==> src/rtl/scl_gen_pkg.sv <==
package scl_gen_pkg;
  typedef enum logic [1:0] {
    PH_IDLE = 2'b00,
    PH_LOW  = 2'b01,
    PH_WAIT = 2'b10,
    PH_HIGH = 2'b11
  } phase_e;

  localparam logic [7:0] OFS_CTRL    = 8'h00;
  localparam logic [7:0] OFS_STD_HI  = 8'h14;
  localparam logic [7:0] OFS_STD_LO  = 8'h18;
  localparam logic [7:0] OFS_FST_HI  = 8'h1C;
  localparam logic [7:0] OFS_FST_LO  = 8'h20;
  localparam logic [7:0] OFS_RUN     = 8'h6C;
  localparam int         CTRL_FAST_BIT = 1;
  localparam int         RUN_BIT       = 0;
endpackage

==> src/rtl/scl_cfg_regs.sv <==
module scl_cfg_regs
  import scl_gen_pkg::*;
#(
  parameter int CNT_W  = 16,
  parameter int ADDR_W = 8,
  parameter int DATA_W = 16
) (
  input  logic              clk,
  input  logic              rst_n,
  input  logic              we,
  input  logic [ADDR_W-1:0] addr,
  input  logic [DATA_W-1:0] wdata,
  output logic              run_en,
  output logic              fast_sel,
  output logic [CNT_W-1:0]  hi_sel,
  output logic [CNT_W-1:0]  lo_sel
);
  localparam int NUM_CNT = 4;
  localparam logic [ADDR_W-1:0] CNT_OFS [NUM_CNT] = '{
    ADDR_W'(OFS_STD_HI), ADDR_W'(OFS_STD_LO),
    ADDR_W'(OFS_FST_HI), ADDR_W'(OFS_FST_LO)
  };

  logic [CNT_W-1:0] cnt_q [NUM_CNT];
  logic             run_q, fast_q;
  logic             run_d, fast_d;
  logic             ctrl_hit, run_hit;

  assign ctrl_hit = we && (addr == ADDR_W'(OFS_CTRL));
  assign run_hit  = we && (addr == ADDR_W'(OFS_RUN));

  always_comb begin
    run_d  = run_q;
    fast_d = fast_q;
    if (run_hit)  run_d  = wdata[RUN_BIT];
    if (ctrl_hit) fast_d = wdata[CTRL_FAST_BIT];
  end

  always_ff @(posedge clk or negedge rst_n) begin
    if (!rst_n) begin
      run_q  <= 1'b0;
      fast_q <= 1'b0;
    end else begin
      run_q  <= run_d;
      fast_q <= fast_d;
    end
  end

  for (genvar gi = 0; gi < NUM_CNT; gi++) begin : g_cnt
    logic cnt_ce;
    assign cnt_ce = we && !run_q && (addr == CNT_OFS[gi]);
    always_ff @(posedge clk or negedge rst_n) begin
      if (!rst_n) begin
        cnt_q[gi] <= '0;
      end else if (cnt_ce) begin
        cnt_q[gi] <= wdata[CNT_W-1:0];
      end
    end
  end

  assign run_en   = run_q;
  assign fast_sel = fast_q;
  assign hi_sel   = fast_q ? cnt_q[2] : cnt_q[0];
  assign lo_sel   = fast_q ? cnt_q[3] : cnt_q[1];
endmodule

==> src/rtl/scl_in_sync.sv <==
module scl_in_sync #(
  parameter int STAGES = 2
) (
  input  logic clk,
  input  logic rst_n,
  input  logic din,
  output logic dout
);
  logic [STAGES-1:0] chain_q;

  for (genvar gs = 0; gs < STAGES; gs++) begin : g_stage
    logic stage_d;
    if (gs == 0) begin : g_first
      assign stage_d = din;
    end else begin : g_next
      assign stage_d = chain_q[gs-1];
    end
    always_ff @(posedge clk or negedge rst_n) begin
      if (!rst_n) chain_q[gs] <= 1'b1;
      else        chain_q[gs] <= stage_d;
    end
  end

  assign dout = chain_q[STAGES-1];
endmodule

==> src/rtl/scl_phase_fsm.sv <==
module scl_phase_fsm
  import scl_gen_pkg::*;
#(
  parameter int CNT_W       = 16,
  parameter int HIGH_OVH    = 8,
  parameter int SYNC_STAGES = 2
) (
  input  logic             clk,
  input  logic             rst_n,
  input  logic             run_en,
  input  logic [CNT_W-1:0] hi_cnt,
  input  logic [CNT_W-1:0] lo_cnt,
  input  logic             scl_high_seen,
  output logic             drive_low,
  output logic             fall_pulse,
  output logic             rise_pulse,
  output logic [1:0]       phase
);
  localparam int CW      = CNT_W + 1;
  localparam int HI_ADJ  = HIGH_OVH - SYNC_STAGES - 2;
  localparam int MIN_LO  = (SYNC_STAGES > 1) ? SYNC_STAGES - 1 : 0;

  phase_e         ph_q, ph_d;
  logic [CW-1:0]  cnt_q, cnt_d;
  logic           drv_q, drv_d;
  logic           fall_q, fall_d;
  logic           rise_q, rise_d;
  logic           step_ce;
  logic [CW-1:0]  lo_load, hi_load;

  assign lo_load = (lo_cnt < CNT_W'(MIN_LO)) ? CW'(MIN_LO) : {1'b0, lo_cnt};
  assign hi_load = {1'b0, hi_cnt} + CW'(HI_ADJ);
  assign step_ce = run_en || (ph_q != PH_IDLE) || fall_q || rise_q;

  always_comb begin
    ph_d   = ph_q;
    cnt_d  = cnt_q;
    drv_d  = drv_q;
    fall_d = 1'b0;
    rise_d = 1'b0;
    if (!run_en) begin
      ph_d  = PH_IDLE;
      cnt_d = '0;
      drv_d = 1'b0;
    end else begin
      unique case (ph_q)
        PH_IDLE: begin
          ph_d   = PH_LOW;
          cnt_d  = lo_load;
          drv_d  = 1'b1;
          fall_d = 1'b1;
        end
        PH_LOW: begin
          if (cnt_q == '0) begin
            ph_d  = PH_WAIT;
            drv_d = 1'b0;
          end else begin
            cnt_d = cnt_q - CW'(1);
          end
        end
        PH_WAIT: begin
          if (scl_high_seen) begin
            ph_d   = PH_HIGH;
            cnt_d  = hi_load;
            rise_d = 1'b1;
          end
        end
        PH_HIGH: begin
          if (cnt_q == '0) begin
            ph_d   = PH_LOW;
            cnt_d  = lo_load;
            drv_d  = 1'b1;
            fall_d = 1'b1;
          end else begin
            cnt_d = cnt_q - CW'(1);
          end
        end
        default: ph_d = PH_IDLE;
      endcase
    end
  end

  always_ff @(posedge clk or negedge rst_n) begin
    if (!rst_n) begin
      ph_q   <= PH_IDLE;
      cnt_q  <= '0;
      drv_q  <= 1'b0;
      fall_q <= 1'b0;
      rise_q <= 1'b0;
    end else if (step_ce) begin
      ph_q   <= ph_d;
      cnt_q  <= cnt_d;
      drv_q  <= drv_d;
      fall_q <= fall_d;
      rise_q <= rise_d;
    end
  end

  assign drive_low  = drv_q;
  assign fall_pulse = fall_q;
  assign rise_pulse = rise_q;
  assign phase      = ph_q;
endmodule

==> src/rtl/scl_period_gen.sv <==
module scl_period_gen #(
  parameter int CNT_W       = 16,
  parameter int ADDR_W      = 8,
  parameter int DATA_W      = 16,
  parameter int SYNC_STAGES = 2,
  parameter int HIGH_OVH    = 8
) (
  input  logic              clk,
  input  logic              rst_n,
  input  logic              reg_we,
  input  logic [ADDR_W-1:0] reg_addr,
  input  logic [DATA_W-1:0] reg_wdata,
  input  logic              scl_in,
  output logic              scl_drive_low,
  output logic              scl_fall_pulse,
  output logic              scl_rise_pulse,
  output logic [1:0]        scl_phase
);
  logic             run_en;
  logic             fast_sel;
  logic [CNT_W-1:0] hi_sel, lo_sel;
  logic             scl_sync;

  scl_cfg_regs #(.CNT_W(CNT_W), .ADDR_W(ADDR_W), .DATA_W(DATA_W)) u_regs (
    .clk      (clk),
    .rst_n    (rst_n),
    .we       (reg_we),
    .addr     (reg_addr),
    .wdata    (reg_wdata),
    .run_en   (run_en),
    .fast_sel (fast_sel),
    .hi_sel   (hi_sel),
    .lo_sel   (lo_sel)
  );

  scl_in_sync #(.STAGES(SYNC_STAGES)) u_sync (
    .clk   (clk),
    .rst_n (rst_n),
    .din   (scl_in),
    .dout  (scl_sync)
  );

  scl_phase_fsm #(.CNT_W(CNT_W), .HIGH_OVH(HIGH_OVH), .SYNC_STAGES(SYNC_STAGES)) u_fsm (
    .clk           (clk),
    .rst_n         (rst_n),
    .run_en        (run_en),
    .hi_cnt        (hi_sel),
    .lo_cnt        (lo_sel),
    .scl_high_seen (scl_sync),
    .drive_low     (scl_drive_low),
    .fall_pulse    (scl_fall_pulse),
    .rise_pulse    (scl_rise_pulse),
    .phase         (scl_phase)
  );
endmodule

==> config.mk <==
export PLATFORM = sky130hd
export DESIGN_NAME = scl_period_gen
export DESIGN_NICKNAME = d
export VERILOG_FILES = /design/src/rtl/scl_gen_pkg.sv /design/src/rtl/scl_cfg_regs.sv /design/src/rtl/scl_in_sync.sv /design/src/rtl/scl_phase_fsm.sv /design/src/rtl/scl_period_gen.sv
export SDC_FILE = /design/constraint.sdc
export NUM_CORES = 1
export LEC_CHECK = 0
export ABC_AREA = 1
export BUFFER_PORTS_ARGS = -buffer_cell sky130_fd_sc_hd__buf_2
export CORE_MARGIN = 10
export CORE_UTILIZATION = 40
export DETAILED_ROUTE_END_ITERATION = 8
export SKIP_CTS_REPAIR_TIMING = 1
export SLEW_MARGIN = 40
export SYNTH_ARGS = -nofsm -noshare
export SYNTH_HDL_FRONTEND = slang
export SYNTH_SLANG_ARGS = --single-unit
==> constraint.sdc <==
create_clock -name clk -period 2.61 [get_ports clk]
set_clock_uncertainty 0.1 [all_clocks]
set_input_delay 0.1305 -clock clk [delete_from_list [all_inputs] [get_ports clk]]
set_output_delay 0.1305 -clock clk [all_outputs]
set_load 0.02 [all_outputs]
# After elaboration in Yosys (flattened, before gate mapping)

Index checks and enable logic that the tools add are counted.

Register bits: 90
Latch bits: 0
Memory bits (writable): 0
Memory bits (read-only): 0
Bits of input ports: 28
Output and inout bits: 5
Word-level logic and storage cells: 70
Memories kept: 0

Add/sub/neg operators: 2
Multiply operators: 0
Divide/modulo/power cells: 0
Magnitude comparators: 1
Equal/unequal tests: 13
Shift-type cells: 0
Multiplexer cells: 23
Bitwise gates (word level): 0
Reduce and logical (&&, ||, !) cells: 18

Operators with widths:

| cell                                                         | count |
|---|---|
| 2-to-1 mux 17 bit                                            | 4 |
| case mux 17 bit (4 select lines)                             | 1 |
| 2-to-1 mux 16 bit                                            | 3 |
| == test 8 x 5 -> 1 bit (second input constant)               | 3 |
| adder 16 x 3 -> 17 bit (second input constant)               | 1 |
| zero test 17 bit                                             | 1 |
| subtractor 17 x 1 -> 17 bit (second input constant)          | 1 |
| less-than comparator 16 x 1 -> 1 bit (second input constant) | 1 |
| == test 8 x 6 -> 1 bit (second input constant)               | 1 |
| == test 8 x 7 -> 1 bit (second input constant)               | 1 |
| zero test 8 bit                                              | 1 |
| 2-to-1 mux 1 bit                                             | 8 |
| 2-to-1 mux 2 bit                                             | 4 |
| case mux 2 bit (4 select lines)                              | 1 |
| AND reduction 4 bit                                          | 2 |
| logical AND 1 bit                                            | 7 |
| inequality test 3 x 2 -> 1 bit (second input constant)       | 2 |
| inequality test 3 bit (second input constant)                | 2 |
| == test 2 bit (second input constant)                        | 2 |
| inequality test 4 x 1 -> 1 bit (second input constant)       | 1 |
| logical OR 1 bit                                             | 3 |
| case mux 1 bit (3 select lines)                              | 1 |
| AND reduction 3 bit                                          | 1 |
| == test 2 x 1 -> 1 bit (second input constant)               | 1 |
| other kinds (4)                                              | 4 |

# Depth between registers and ports, before layout

Gate-level depths: netlist (run 1).

Depth in word-level cells: 6
Gate-level depth with buffers: 16
Gate-level depth less buffers: 14

# By module

From an unflattened synthesis (run 1), not the netlist that was laid out.

Cells, all modules: 699
Area total of the unflattened synthesis: 5343.9 um^2

By module, submodules not included:

| module        | instances | cells each | area each (um^2) | sequential area each (um^2) |
|---|---|---|---|---|
| scl_cfg_regs  | 1         | 357        | 3178.0           | 1651.6 |
| scl_phase_fsm | 1         | 340        | 2113.3           | 550.5 |
| scl_in_sync   | 1         | 2          | 52.6             | 52.6 |

# Least setup slack after synthesis (run 1)

Ideal clock, no wire load.

Path kind: reg2reg
Start point: register u_fsm.ph_q[0], in the netlist u_fsm.phase[0]
End point: register u_fsm.cnt_q[4]
Setup time: 0.120 ns
Arrival time: 1.736 ns
Required time: 2.390 ns
Slack: 0.654 ns
Cell stages (with the launch flop): 13
Path buffers: 1
Clock period less this slack: 1.956 ns
Cells stage by stage: dfrtp_1 inv_1 ha_1 inv_1 nor4_1 nor2_1 o21ai_4 inv_2 nand2_4 inv_2 buf_6 o21ai_1 nand2_1

Longest elaborated chain between the ends: 5
Elaborated cells on any way between the ends: 13
Classes of those cells: eq/ne: 5; mux: 2; reduce/logical: 6

Ends and longest elaborated chain:

| what                                                                                     | RTL line            | text |
|---|---|---|
| start, declared                                                                          | scl_phase_fsm.sv:23 | `phase_e ph_q, ph_d;` |
| start signal, assigned                                                                   | scl_phase_fsm.sv:91 | `ph_q <= ph_d;` |
| parallel branches: the longest is 5 deep, another holds case mux 17 bit (4 select lines) | n/a                 |  |
| end signal, assigned                                                                     | scl_phase_fsm.sv:92 | `cnt_q <= cnt_d;` |
| end, declared                                                                            | scl_phase_fsm.sv:24 | `logic [CW-1:0] cnt_q, cnt_d;` |

Parallel ways; which one is timed is not known.
A chain may end at the register's enable or synchronous reset.

# Final worst setup path (run 1)

Start point: register u_fsm.ph_q[0], in the netlist u_fsm.phase[0]
End point: register u_fsm.cnt_q[2]

Same word-level chain as after synthesis.

==> results of run 1 <==
-- state kept, by name, indices dropped and copies added (netlist names) --
name	flops
u_fsm.drive_low	1
u_regs.cnt_q	64
u_sync.dout	1
u_fsm.phase	2
u_sync.g_stage.stage_d	1
u_regs.fast_sel	1
u_fsm.cnt_q	17
u_fsm.rise_pulse	1
u_fsm.fall_pulse	1
u_regs.run_en	1
-- per-layer routing --
metal  track usage  up-vias  share of wire
li1              -     2277              -
met1        0.1969     2066           0.49
met2        0.2404       70           0.47
met3       0.01917       11          0.025
met4       0.04897        0          0.014
met5             0        -              0
-- placed cells by master (no fill, tap or decap), types with 3 or more instances in the layout --
cell,count
nand2_1,260
dfrtp_1,88
o21ai_0,63
inv_1,46
nor2_1,42
nand3_1,38
buf_2,31
nand2_2,13
a21oi_1,13
o21ai_2,12
o21ai_1,12
nand4_1,12
buf_4,10
clkbuf_16,9
xor2_1,8
ha_1,7
nor2_2,5
or2_2,5
nor3_1,5
nor2_4,4
xnor2_1,4
nor4_1,3
a31oi_1,3
inv_2,3
o21bai_1,3
dlygate4sd3_1,3
-- worst max-delay path: stages (launching register included) --
cell and delay (ns):
dfrtp_1 0.42, inv_1 0.09, ha_1 0.22, inv_1 0.23
nor3_1 0.09, nor2_1 0.25, o21ai_4 0.19, inv_2 0.17
nand2_4 0.08, inv_2 0.19, nand3_1 0.10, o21ai_0 0.07
-- cells by family after synthesis --
logic type                 after synthesis  share of synthesized area
adders and majority gates                7                    0.01696
AOI/OAI and AO/OA                      111                     0.1226
and+or+nand+nor                        394                     0.3301
xor gates and xnor gates                12                    0.02036
DFF                                     90                     0.4367
buffers and inverters                   80                    0.07320
-- power by group --
part / leakage [nW] / internal, mW / switching (mW)
registers: 1.24 / 1.48 / 0.0569
logic: 1.55 / 0.368 / 0.746
clock network: 0.150 / 0.799 / 0.543
total: 2.94 / 2.64 / 1.35
-- worst max-delay path by stage --
stage                               start                         end  slack [ns]  cells after the start
2_1_floorplan  u_fsm.phase[0]$_DFFE_PN0P_  u_fsm.cnt_q[4]$_DFFE_PN0P_        0.65                     12
3_3_place_gp   u_fsm.phase[0]$_DFFE_PN0P_  u_fsm.cnt_q[2]$_DFFE_PN0P_        0.38                     11
3_5_place_dp   u_fsm.phase[0]$_DFFE_PN0P_  u_fsm.cnt_q[2]$_DFFE_PN0P_        0.37                     11
4_1_cts        u_fsm.phase[0]$_DFFE_PN0P_  u_fsm.cnt_q[2]$_DFFE_PN0P_        0.33                     11
5_1_grt        u_fsm.phase[1]$_DFFE_PN0P_  u_fsm.cnt_q[1]$_DFFE_PN0P_        0.08                     11
6_report       u_fsm.phase[0]$_DFFE_PN0P_  u_fsm.cnt_q[2]$_DFFE_PN0P_        0.32                     11
-- through the flow --
| stage | cell area, um^2 | total power, mW |
|---|---|---|
| 2_1_floorplan | 5162 | 2.379 |
| 3_3_place_gp | 5449 | 2.648 |
| 3_5_place_dp | 5449 | 2.657 |
| 4_1_cts | 5757 | 4.017 |
| 5_1_grt | 5787 | 4.247 |
| 6_report | 5787 | 3.989 |
-- final cells by class --
class,count,area share
flip-flops and latches,90,0.3896
well taps,172,0.03719
multi-input cells,524,0.4372
repair buffers,45,0.04843
inverters,52,0.03438
clock inverters,3,0.008216
clock buffers,13,0.04497
==> metrics.yaml, run 1 <==
cells_and_area:
  diodes: 0
  area_delta_synth_final_pct: 12.09
  fillers: 1337
  multi_input_area_mm2: 0.002530
  regArea_mm2: 0.002255
  nNetsFinal: 757
  utilization: 0.4586
  drive_gt1_frac: 0.1472
  fin_cells: 899
synthesis:
  yosysTopAreaCell: "dfrtp_1"
  synth.most_common_cell: "nand2_1"
  avgSynthCellArea_um2: 7.439
  synthTopCellsByCount: "260 x nand2_1, 88 x dfrtp_1, 63 x o21ai_0, 46 x inv_1, 42 x nor2_1"
  synthTopCellsByArea: "dfrtp_1 43%, nand2_1 19%, o21ai_0 6.1%"
  synthFlopType: "dfrtp_1"
  synthesis.nets: 729
  yosysUniqueCellTypes: 40
  synth_area_mm2: 0.005162
  synth_edf_count: 0
  synth.ff_latch_count: 90
  syn_inst: 694
  ys_warn_count: 0
  synth_top_area_share: 0.4266
  async_reset_ff_frac: 1.000
  ys_seq_area_frac: 0.4367
sta:
  fin_crit_ns: 2.288
  rsz0062_at_grt: "no"
  max-slew-margin-rel: 0.6731
  worstMarginPinSlew_ns: 0.4853
  drv_slew: 0
  hold_violations: 9
  timing.final.ws_setup_ns: 0.3223
  finalSetupTns_ns: 0
  whs_ns: -0.02614
  setup_viol: 0
  fmax_mhz: 437.1
  period_share: 0.8765
cts:
  clockBufferDepth: 2
  root_buffer: "clkbuf_16"
  cts_tree: "yes"
  clk_pin_slew_ns: 0.07
  worstSkewPairLatency_ns: 0.34
  htree_levels: 3
  clock-sinks: 90
  cts_buffers: 9
global_route:
  overflow: 0
  grt_first_pass_wirelength_um: 21810
  grt.total_usage: 0.1474
  grt_pass1_vias: 4380
  antenna_found_initial: 0
  grt_max_degree: 62
critical_path:
  reg2reg_to: "u_fsm.cnt_q[2]$_DFFE_PN0P_"
  r2r_slack_ns: 0.32
  arrival_ns: 2.45
  r2r_cells: 11
  start_kind: "register"
  rr_startpoint: "u_fsm.phase[0]$_DFFE_PN0P_"
  required_ns: 2.77
  endpoint_kind: "register"
  critPathMaxFanout: 14
  worstSetupPathType: "reg -> reg"
floorplanning:
  start_util: 0.4091
  coreArea_mm2: 0.01262
  die_y_um: 133.6
  io_pins: 33
  dieArea_mm2: 0.01785
  fp-row-count: 41
  dieWidth_um: 133.6
run_status:
  outcome: "complete, but fails checks"
  violations: "hold timing"
pwr:
  p_leak_nw: 2.938
  pwr_density_cell_mw_per_mm2: 689.4
  vdd_drop_max_uv: 375.7
route:
  wirelength_um: 12780
  antenna_left: 0
  dr.pass1.iters: 5
  avgRoutedWirePerCell_um: 14.21
  remaining_drc_errors: 0
  vias: 4424
  viasPerCell: 4.921
  drt_iter0_markers: 344
run:
  maxCapViolations: 0
worst_hold_path:
  hold_path_depth: 3
  hold_path_class: "in -> reg"
  min_to: "u_regs.cnt_q[9]$_DFFE_PN0P_"
  min_from: "reg_wdata[9]"
placed_design:
  dp_hpwl_um: 9306
  placedCellCount: 880
  portBuffers: 32
  place_congestion: 0.8328
  dp_slack_ns: 0.3708
No activity file was read; power rests on OpenSTA's default activity.
==> run 2: changes to the inputs <==
- clock period: 2.61 -> 2.1 ns (I/O delays scaled with it)
==> run 2 against run 1 <==
Against the previous run: the flow still finishes with violations (hold timing); sequential cell count unchanged; power up 25%; register-to-register slack worse by 0.18 ns; clock power up 16%; combinational power up 39%; clock-buffer cell count down 1; setup slack worse by 0.18 ns; global-route usage up 0.62 points; hold slack better by 0.022 ns; critical endpoint is now u_fsm.cnt_q[8]$_DFFE_PN0P_; largest cell class unchanged.
==> metrics.yaml, run 2 (synthesized netlist as in run 1, its figures left out) <==
run_status:
  outcome: "complete, but fails checks"
  violations: "hold timing"
global_route:
  grt_max_degree: 38  # -39%
  grt_pass1_vias: 4454  # +1.7%
  grt_first_pass_wirelength_um: 22420  # +2.8%
  overflow: 0  # unchanged
  grt.total_usage: 0.1536  # +0.006208
  antenna_found_initial: 0  # unchanged
cells_and_area:
  fin_area_mm2: 0.006057  # +4.7%
  drive_gt1_frac: 0.1702  # +0.02300
  nNetsFinal: 788  # +4.1%
  largest_reg_flops: 64  # unchanged
  final_cell_mix: "260 x nand2_1, 87 x dfrtp_1, 63 x o21ai_0"
  fillers: 1301  # -2.7%
  diodes: 0  # unchanged
  area_delta_synth_final_pct: 17.33
  final_common_cell: "nand2_1"
  largest-register: "u_regs.cnt_q"
cts:
  cts_tree: "yes"
  clock-sinks: 90  # unchanged
  clockBufferDepth: 2  # unchanged
  htree_levels: 3  # unchanged
  clk_pin_slew_ns: 0.07  # about the same
  cts_buffers: 9  # unchanged
  worstSkewPairLatency_ns: 0.35  # about the same
  root_buffer: "clkbuf_16"
pwr:
  p_int_mw: 3.259  # +23%
  p_leak_nw: 3.067  # +4.4%
  share_seq_of_total_power: 0.381  # -0.003
  vdd_drop_max_uv: 500.1  # +33%
  p_total_mw: 5.006  # +25%
  p_comb_frac: 0.308  # +0.029
  p_sw_mw: 1.746  # +30%
  pwr_density_cell_mw_per_mm2: 826.4  # +20%
  switching_share: 0.3489  # +0.01144
  p_clk_frac: 0.311  # -0.025
critical_path:
  start_kind: "register"
  arrival_ns: 2.13  # -0.32 ns
  critPathMaxFanout: 5  # -9
  endpoint_kind: "register"
  required_ns: 2.28  # -0.49 ns
  worstSetupPathType: "reg -> reg"
sta:
  drv_slew: 0  # unchanged
  setup_viol: 0  # unchanged
  worstMarginPinSlew_ns: 0.4754  # -0.009922 ns
  period_share: 0.9326  # +0.05604
  hold_violations: 1  # -8
  fmax_mhz: 510.6  # +17%
  max-slew-margin-rel: 0.6831  # +0.01003
  fin_crit_ns: 1.958  # -0.3293 ns
  whs_ns: -0.004413  # +0.02173 ns
route:
  drt_iter0_markers: 389  # +13%
  vias: 4625  # +4.5%
  wirelength_um: 13390  # +4.8%
  dr_wl_met2_um: 6290  # +4.1%
  antenna_left: 0  # unchanged
  dr.max_layer_used: "met4"
  dr.pass1.iters: 5  # unchanged
  avgRoutedWirePerCell_um: 14.40  # +1.3%
  remaining_drc_errors: 0  # unchanged
  dr_wl_met3_um: 416  # +28%
  met1_length_um: 6488  # +4.2%
  viasPerCell: 4.973  # +1.1%
floorplanning:
  die_y_um: 133.6  # unchanged
  dieArea_mm2: 0.01785  # unchanged
  fp-row-count: 41  # unchanged
  coreArea_mm2: 0.01262  # unchanged
  io_pins: 33  # unchanged
  start_util: 0.4091  # unchanged
  dieWidth_um: 133.6  # unchanged
worst_hold_path:
  hold_path_class: "in -> reg"
placed_design:
  dpl_cell_area_mm2: 0.005547  # +1.8%
  dp_hpwl_um: 9822  # +5.5%
  portBuffers: 32  # unchanged
  place_congestion: 0.8884  # +6.7%
run:
  maxCapViolations: 0  # unchanged
run 2: stage by stage:
step	std cells	setup TNS (ns)	setup WS, ns	util
after floorplan	694	0	0.1436	-
after global placement	893	0	0.1181	0.4395
after detailed placement	893	0	0.04727	0.4395
after CTS	909	0	0.02381	0.4619
after global routing	930	-0.005604	-0.003159	0.4800
final	930	0	0.1416	0.4800
run 2: final cells by class:
| class | instances | area, um^2 | area share |
|---|---|---|---|
| multi-input combinational | 525 | 2557 | 0.4222 |
| sequential | 90 | 2256 | 0.3724 |
| timing repair buffer | 75 | 546.8 | 0.09027 |
| clock buffer | 12 | 256.5 | 0.04235 |
| tap | 172 | 215.2 | 0.03553 |
| inverter | 52 | 198.9 | 0.03284 |
| clock inverter | 4 | 26.28 | 0.004338 |
run 2: critical path, cell delays in order (launching register included):
cell and delay, ns:
dfrtp_1 0.39, inv_2 0.10, ha_1 0.20, nand2_1 0.15, nor2_2 0.18, buf_4 0.15, xor2_1 0.20, nand2_1 0.09
nand2_1 0.08, nand2_1 0.05, nand2_1 0.07, nand2_1 0.05, o21ai_1 0.08
run 2: per-layer routing:
layer,up-vias,global-route usage
met2,70,0.2478
li1,2345,-
met5,-,0
met4,0,0.04776
met3,16,0.02932
met1,2194,0.2030
run 2: final timing paths:
check	endpoint	slack, ns	depth (start not counted)	start
max	u_fsm.cnt_q[8]$_DFFE_PN0P_	0.14	12	u_fsm.cnt_q[0]$_DFFE_PN0P_
min	u_regs.run_en$_DFFE_PN0P_	-0.004	3	reg_addr[7]
max reg2reg	u_fsm.cnt_q[8]$_DFFE_PN0P_	0.14	12	u_fsm.cnt_q[0]$_DFFE_PN0P_
min reg2reg	u_sync.dout$_DFF_PN1_	0.26	0	u_sync.g_stage[1].stage_d$_DFF_PN1_
max in group asynchronous	u_regs.fast_sel$_DFFE_PN0P_	1.07	3	rst_n
min in group asynchronous	u_fsm.cnt_q[2]$_DFFE_PN0P_	0.16	2	rst_n
run 2: power by group through the flow:
stage | registers (mW) | logic, mW | clock network, mW
floorplan | 1.94 | 1.02 | 0
global placement | 1.93 | 1.45 | 0
detailed placement | 1.94 | 1.46 | 0
CTS | 1.90 | 1.47 | 1.59
global route | 1.92 | 1.74 | 1.66
finish | 1.91 | 1.54 | 1.56
